===== src/rtl/por_seq_pkg.sv =====
package por_seq_pkg;

   typedef enum logic [2:0] {
      ST_IDLE      = 3'd0,
      ST_WARM      = 3'd1,
      ST_PLL       = 3'd2,
      ST_MPU_WAIT  = 3'd3,
      ST_DONE_WAIT = 3'd4,
      ST_DOMAINS   = 3'd5,
      ST_FINISHED  = 3'd6
   } seq_state_t;

endpackage


===== src/rtl/por_seq_rst_sync.sv =====
module por_seq_rst_sync #(
   parameter int STAGES = 2
) (
   input  logic clk,
   input  logic arst_n,
   output logic rst_n_sync
);
   logic [STAGES-1:0] chain;

   always_ff @(posedge clk or negedge arst_n) begin
      if (!arst_n) chain <= '0;
      else         chain <= {chain[STAGES-2:0], 1'b1};
   end

   assign rst_n_sync = chain[STAGES-1];
endmodule


===== src/rtl/por_seq_sync.sv =====
module por_seq_sync #(
   parameter int W      = 1,
   parameter int STAGES = 2
) (
   input  logic         clk,
   input  logic         rst_n,
   input  logic [W-1:0] d,
   output logic [W-1:0] q
);
   logic [STAGES-1:0][W-1:0] stg;

   for (genvar k = 0; k < STAGES; k++) begin : g_stage
      if (k == 0) begin : g_first
         always_ff @(posedge clk or negedge rst_n) begin
            if (!rst_n) stg[0] <= '0;
            else        stg[0] <= d;
         end
      end else begin : g_next
         always_ff @(posedge clk or negedge rst_n) begin
            if (!rst_n) stg[k] <= '0;
            else        stg[k] <= stg[k-1];
         end
      end
   end

   assign q = stg[STAGES-1];
endmodule


===== src/rtl/por_seq_dom_gate.sv =====
module por_seq_dom_gate #(
   parameter int N_DOM = 4
) (
   input  logic             clk,
   input  logic             rst_n,
   input  logic             stage_en,
   input  logic [N_DOM-1:0] clk_ok_s,
   output logic [N_DOM-1:0] rel_q,
   output logic             all_rel_nxt
);
   for (genvar i = 0; i < N_DOM; i++) begin : g_dom
      always_ff @(posedge clk or negedge rst_n) begin
         if (!rst_n)                        rel_q[i] <= 1'b0;
         else if (stage_en && clk_ok_s[i])  rel_q[i] <= 1'b1;
      end
   end

   assign all_rel_nxt = &(rel_q | clk_ok_s);
endmodule


===== src/rtl/por_seq_fsm.sv =====
module por_seq_fsm
   import por_seq_pkg::*;
#(
   parameter int N_SW = 2
) (
   input  logic            clk,
   input  logic            rst_n,
   input  logic            mpu_ok_s,
   input  logic            done_s,
   input  logic            dom_all_nxt,
   input  logic [N_SW-1:0] sw_dflt,
   output logic            warm_q,
   output logic            pll_q,
   output logic            mpu_q,
   output logic            dom_stage,
   output logic [N_SW-1:0] sw_q
);
   seq_state_t st, nxt;

   always_comb begin
      nxt = st;
      unique case (st)
         ST_IDLE:      nxt = ST_WARM;
         ST_WARM:      nxt = ST_PLL;
         ST_PLL:       nxt = ST_MPU_WAIT;
         ST_MPU_WAIT:  if (mpu_ok_s)    nxt = ST_DONE_WAIT;
         ST_DONE_WAIT: if (done_s)      nxt = ST_DOMAINS;
         ST_DOMAINS:   if (dom_all_nxt) nxt = ST_FINISHED;
         ST_FINISHED:  nxt = ST_FINISHED;
         default:      nxt = ST_IDLE;
      endcase
   end

   always_ff @(posedge clk or negedge rst_n) begin
      if (!rst_n) begin
         st     <= ST_IDLE;
         warm_q <= 1'b0;
         pll_q  <= 1'b0;
         mpu_q  <= 1'b0;
         sw_q   <= '0;
      end else begin
         st     <= nxt;
         warm_q <= (nxt != ST_IDLE);
         pll_q  <= (nxt >= ST_PLL);
         mpu_q  <= (nxt >= ST_DONE_WAIT);
         sw_q   <= (nxt >= ST_DOMAINS) ? ~sw_dflt : '0;
      end
   end

   assign dom_stage = (st == ST_DOMAINS);
endmodule


===== src/rtl/por_release_seq.sv =====
module por_release_seq #(
   parameter int N_DOM       = 4,
   parameter int N_SW        = 2,
   parameter int SYNC_STAGES = 2
) (
   input  logic             clk,
   input  logic             por_rst_n,
   input  logic             mpu_clk_ok,
   input  logic             mpu_rst_done,
   input  logic [N_DOM-1:0] dom_clk_ok,
   input  logic [N_SW-1:0]  sw_rst_dflt,
   output logic             warm_out_rst_n,
   output logic             pll_rst_n,
   output logic             mpu_rst_n,
   output logic [N_DOM-1:0] dom_rst_n,
   output logic [N_SW-1:0]  sw_rst_n
);
   localparam int FW = N_DOM + 2;

   if (N_DOM < 1)       begin : g_bad_dom  $error("N_DOM must be at least 1");       end
   if (N_SW < 1)        begin : g_bad_sw   $error("N_SW must be at least 1");        end
   if (SYNC_STAGES < 2) begin : g_bad_sync $error("SYNC_STAGES must be at least 2"); end

   logic          rst_int_n;
   logic [FW-1:0] flags_s;
   logic [N_DOM-1:0] dom_ok_s;
   logic          mpu_ok_s;
   logic          done_s;
   logic          dom_stage;
   logic          dom_all_nxt;

   por_seq_rst_sync #(.STAGES(SYNC_STAGES)) u_rsync (
      .clk        (clk),
      .arst_n     (por_rst_n),
      .rst_n_sync (rst_int_n)
   );

   por_seq_sync #(.W(FW), .STAGES(SYNC_STAGES)) u_fsync (
      .clk   (clk),
      .rst_n (rst_int_n),
      .d     ({mpu_rst_done, mpu_clk_ok, dom_clk_ok}),
      .q     (flags_s)
   );

   assign dom_ok_s = flags_s[N_DOM-1:0];
   assign mpu_ok_s = flags_s[N_DOM];
   assign done_s   = flags_s[N_DOM+1];

   por_seq_fsm #(.N_SW(N_SW)) u_fsm (
      .clk         (clk),
      .rst_n       (rst_int_n),
      .mpu_ok_s    (mpu_ok_s),
      .done_s      (done_s),
      .dom_all_nxt (dom_all_nxt),
      .sw_dflt     (sw_rst_dflt),
      .warm_q      (warm_out_rst_n),
      .pll_q       (pll_rst_n),
      .mpu_q       (mpu_rst_n),
      .dom_stage   (dom_stage),
      .sw_q        (sw_rst_n)
   );

   por_seq_dom_gate #(.N_DOM(N_DOM)) u_dom (
      .clk         (clk),
      .rst_n       (rst_int_n),
      .stage_en    (dom_stage),
      .clk_ok_s    (dom_ok_s),
      .rel_q       (dom_rst_n),
      .all_rel_nxt (dom_all_nxt)
   );
endmodule


===== config.mk =====
export PLATFORM = sky130hd
export DESIGN_NAME = por_release_seq
export DESIGN_NICKNAME = d
export VERILOG_FILES = /design/src/rtl/por_seq_pkg.sv /design/src/rtl/por_seq_rst_sync.sv /design/src/rtl/por_seq_sync.sv /design/src/rtl/por_seq_dom_gate.sv /design/src/rtl/por_seq_fsm.sv /design/src/rtl/por_release_seq.sv
export SDC_FILE = /design/constraint.sdc
export NUM_CORES = 1
export LEC_CHECK = 0
export BUFFER_PORTS_ARGS = -buffer_cell sky130_fd_sc_hd__buf_2
export CORE_ASPECT_RATIO = 1.1
export CORE_UTILIZATION = 50
export CTS_BUF_LIST = sky130_fd_sc_hd__clkbuf_4 sky130_fd_sc_hd__clkbuf_8
export DETAILED_ROUTE_END_ITERATION = 10
export GPL_TIMING_DRIVEN = 1
export PLACE_DENSITY = 0.75
export SLEW_MARGIN = 10
export SYNTH_ARGS = -nofsm -noshare
export SYNTH_HDL_FRONTEND = slang
export SYNTH_SLANG_ARGS = --single-unit
export TNS_END_PERCENT = 1

===== constraint.sdc =====
create_clock -name clk -period 0.9 [get_ports clk]
set_input_delay 0.045 -clock clk [delete_from_list [all_inputs] [get_ports clk]]
set_output_delay 0.045 -clock clk [all_outputs]
set_load 0.01 [all_outputs]

==> metrics.md <==
| Metric | Value |
|---|---|
| Outcome | finished with violations |
| Failing checks | negative setup slack |
| CTS tree | done |
| WP data arrival | 1.25 ns |
| CTS sink cnt | 25 |
| Row Count | 14 |
| Die Y | 43.81 um |
| Commonest non-fill, non-tap cell in the layout | dfrtp_1 |
| Met3 routed WL | 57 um |
| TritonCTS Buffers | 3 |
| Critical register-to-register path startpoint | u_fsm.st[0]$_DFF_PN0_ |
| Final WL | 1561 um |
| Max H-tree Level | 1 |
| Net Sw Frac | 0.3202 |
| Starting Density | 0.5600 |
| LEAKAGE | 0.5803 nW |
| RSZ-0062 raised after global routing | true |
| Placed cell area | 992.2 um^2 |
| Fin. max-slew vios | 0 |
| Chip Width | 40.01 um |
| CTS clk-pin slew, worst paths | 0.13 ns |
| Final Hold Fails | 0 |
| Hold slack final | 0.03415 ns |
| Max frequency | 0.9538 GHz |
| Crit path largest cell delay | 0.48 ns |
| Nets | 112 |
| Synth Register Bits | 25 |
| Clk root buf | clkbuf_4 |
| Net Switching | 0.001099 W |
| Die footprint | 1753 um^2 |
| Syn. warnings | 0 |
| Pre-CTS setup slack | -0.1307 ns |
| Final setup margin | -0.1485 ns |
| Synthesized cell area | 794.5 um^2 |
| Clock latency on the worst-skew pair | 0.31 ns |
| Ant. Diodes | 0 |
| Crit path from | u_fsm.st[0]$_DFF_PN0_ |
| DP HPWL | 923.3 um |
| M1 WL | 580 um |
| Top routing layer used | met4 |
| Async S/R FF share, synth | 1.000 |
| Via/cell ratio | 5.145 |
| Number of synthesized flops with an enable pin | 0 |
| CP Class | reg -> reg |
| Syn_nets | 66 |
| Drt wl/cell | 13.34 um |
| Worst vdd ir | 1902 uV |
| Skew final | 0.007942 ns |
| Synth cell types | 17 |
| CP Launch Type | flip-flop |
| Mean Syn Cell Area | 14.19 um^2 |
| Layout cells sized above 1 | 0.4554 |
| Sequential area share after synthesis | 0.7874 |
| CTS max path bufs | 2 |
| PD cells | 2808 nW/um^2 |
| Tmin final | 1.048 ns |
| Most frequent cells in the layout | dfrtp_1 (24), buf_2 (13), buf_6 (10) |
| Via count | 602 |
| Max_cap viols | 0 |
| GR Overflow Total | 0 |
| Final setup viols | 16 |
| # IOs | 19 |
| Final RePlAce weighted congestion | 0.7442 |
| Final cell count without fillers | 117 |
| Worst Path Max Fanout | 6 |
| Int Pwr | 0.002333 W |
| Final worst-path cycle share | 1.165 |
| Crit. End Element | flip-flop |
| Placed instance count | 100 |
| Logic pwr share | 0.418 |
| Initial DRT Pass Iterations | 4 |
| Core area | 1419 um^2 |
| Gr usage total | 0.1975 |
| Largest net degree at the start of global routing | 15 |
| # DRC | 0 |
| Iteration-0 DRC count of the detailed router | 2 |
| Clock network power share | 0.138 |
| Vias in the first global route | 630 |
| ANT nets after route | 0 |
| Mapped Cells | 56 |
| Post-synth top flop | dfrtp_1 |
| Area grow syn2layout | 53.86% |
| First-pass GRT wire length | 2373 um |
| Antenna violations before repair | 0 |
| Input/output buffers | 18 |
| Min-delay worst type | in -> async |
| Sequential Power Share | 0.444 |
| DR WL met2 | 913 um |
| Final Cell Area | 1222 um^2 |
| CP Data Required Time | 1.10 ns |
| Cell Chain, Critical Path | nand2b_4, a21oi_2, a211o_1 |
| Slowest CP cell | dfrtp_2 |
critical path: cells and delay by family (launching register included):
| family | cells | cell delay, ns |
|---|---|---|
| AND/OR/NAND/NOR | 1 | 0.12 |
| AO/OA/AOI/OAI | 2 | 0.34 |
| flip-flops | 1 | 0.48 |
sequential cells by signal (all words and copies together), names as in the netlist:
signal and cells:
u_fsync.q 6, u_fsync.stg 6, u_dom.rel_q 4, u_fsm.st 2, u_fsm.sw_q 2, u_rsync.chain 2, u_fsm.mpu_q 1, u_fsm.pll_q 1
u_fsm.warm_q 1
cell usage after synthesis (2+ instances only):
cell	n	area share
o22ai_1	2	0.016
nor2_1	5	0.024
a21o_1	5	0.047
dfrtp_1	25	0.79
nand3_1	2	0.013
nand2_1	3	0.014
a21oi_1	2	0.013
inv_1	3	0.014
kinds of logic after synthesis:
| group | share of synthesized area |
|---|---|
| flip-flops | 0.7874 |
| AND/OR/NAND/NOR | 0.08347 |
| AO/OA/AOI/OAI | 0.1102 |
| buffers and inverters | 0.01417 |
| other | 0.004720 |
power groups by stage:
stage / logic (W) / registers (W) / clock network, W
floorplan: 0.000367 / 0.00161 / 0
detailed placement: 0.000938 / 0.00151 / 0
global route: 0.00154 / 0.00155 / 0.000524
finish: 0.00144 / 0.00152 / 0.000472
global placement: 0.000912 / 0.00150 / 0
CTS: 0.00129 / 0.00151 / 0.000488
final timing paths:
kind                       cells past startpoint  slack [ns]                          to
hold / removal                                 2        0.03  u_rsync.chain[0]$_DFF_PN0_
setup / recovery                               3       -0.15       u_fsm.st[1]$_DFF_PN0_
min in group clk                               0        0.36      u_fsync.q[4]$_DFF_PN0_
hold reg to reg                                1        0.20    u_fsync.stg[5]$_DFF_PN0_
setup reg to reg                               3       -0.15       u_fsm.st[1]$_DFF_PN0_
max in group asynchronous                      1        0.52  u_dom.rel_q[2]$_DFFE_PN0P_
metal layers:
metal	up-vias	GRT usage
met4	0	0.07586
met1	298	0.2079
met2	22	0.3645
met3	2	0.03590
li1	280	-
met5	-	0
area by class of cell:
cell class                      count  area, um^2
Fill cell                          65       196.4
Multi-Input combinational cell     28       201.4
Inverter                            3       11.26
Clock inverter                      1       5.005
Timing Repair Buffer               41       335.3
Clock buffer                        3       22.52
Sequential cell                    25       626.9
Tap cell                           16       20.02
timing repair:
action,in CTS,in global routing
gates cloned,0,0
endpoints found under the setup margin,15,20
hold buffers,9,0
pin swaps,5,5
buffers inserted,4,1
gates resized for setup,15,5
hold endpoints to repair,10,0
stage by stage:
stage	utilization	total power [W]	TNS [ns]
2_1_floorplan	-	0.001981	-0.6151
3_3_place_gp	0.6993	0.002409	-0.8569
3_5_place_dp	0.6993	0.002448	-0.9831
4_1_cts	0.8404	0.003286	-1.232
5_1_grt	0.8616	0.003611	-1.926
6_report	0.8616	0.003432	-1.339
Note: power is estimated with default switching activity, not from simulation.
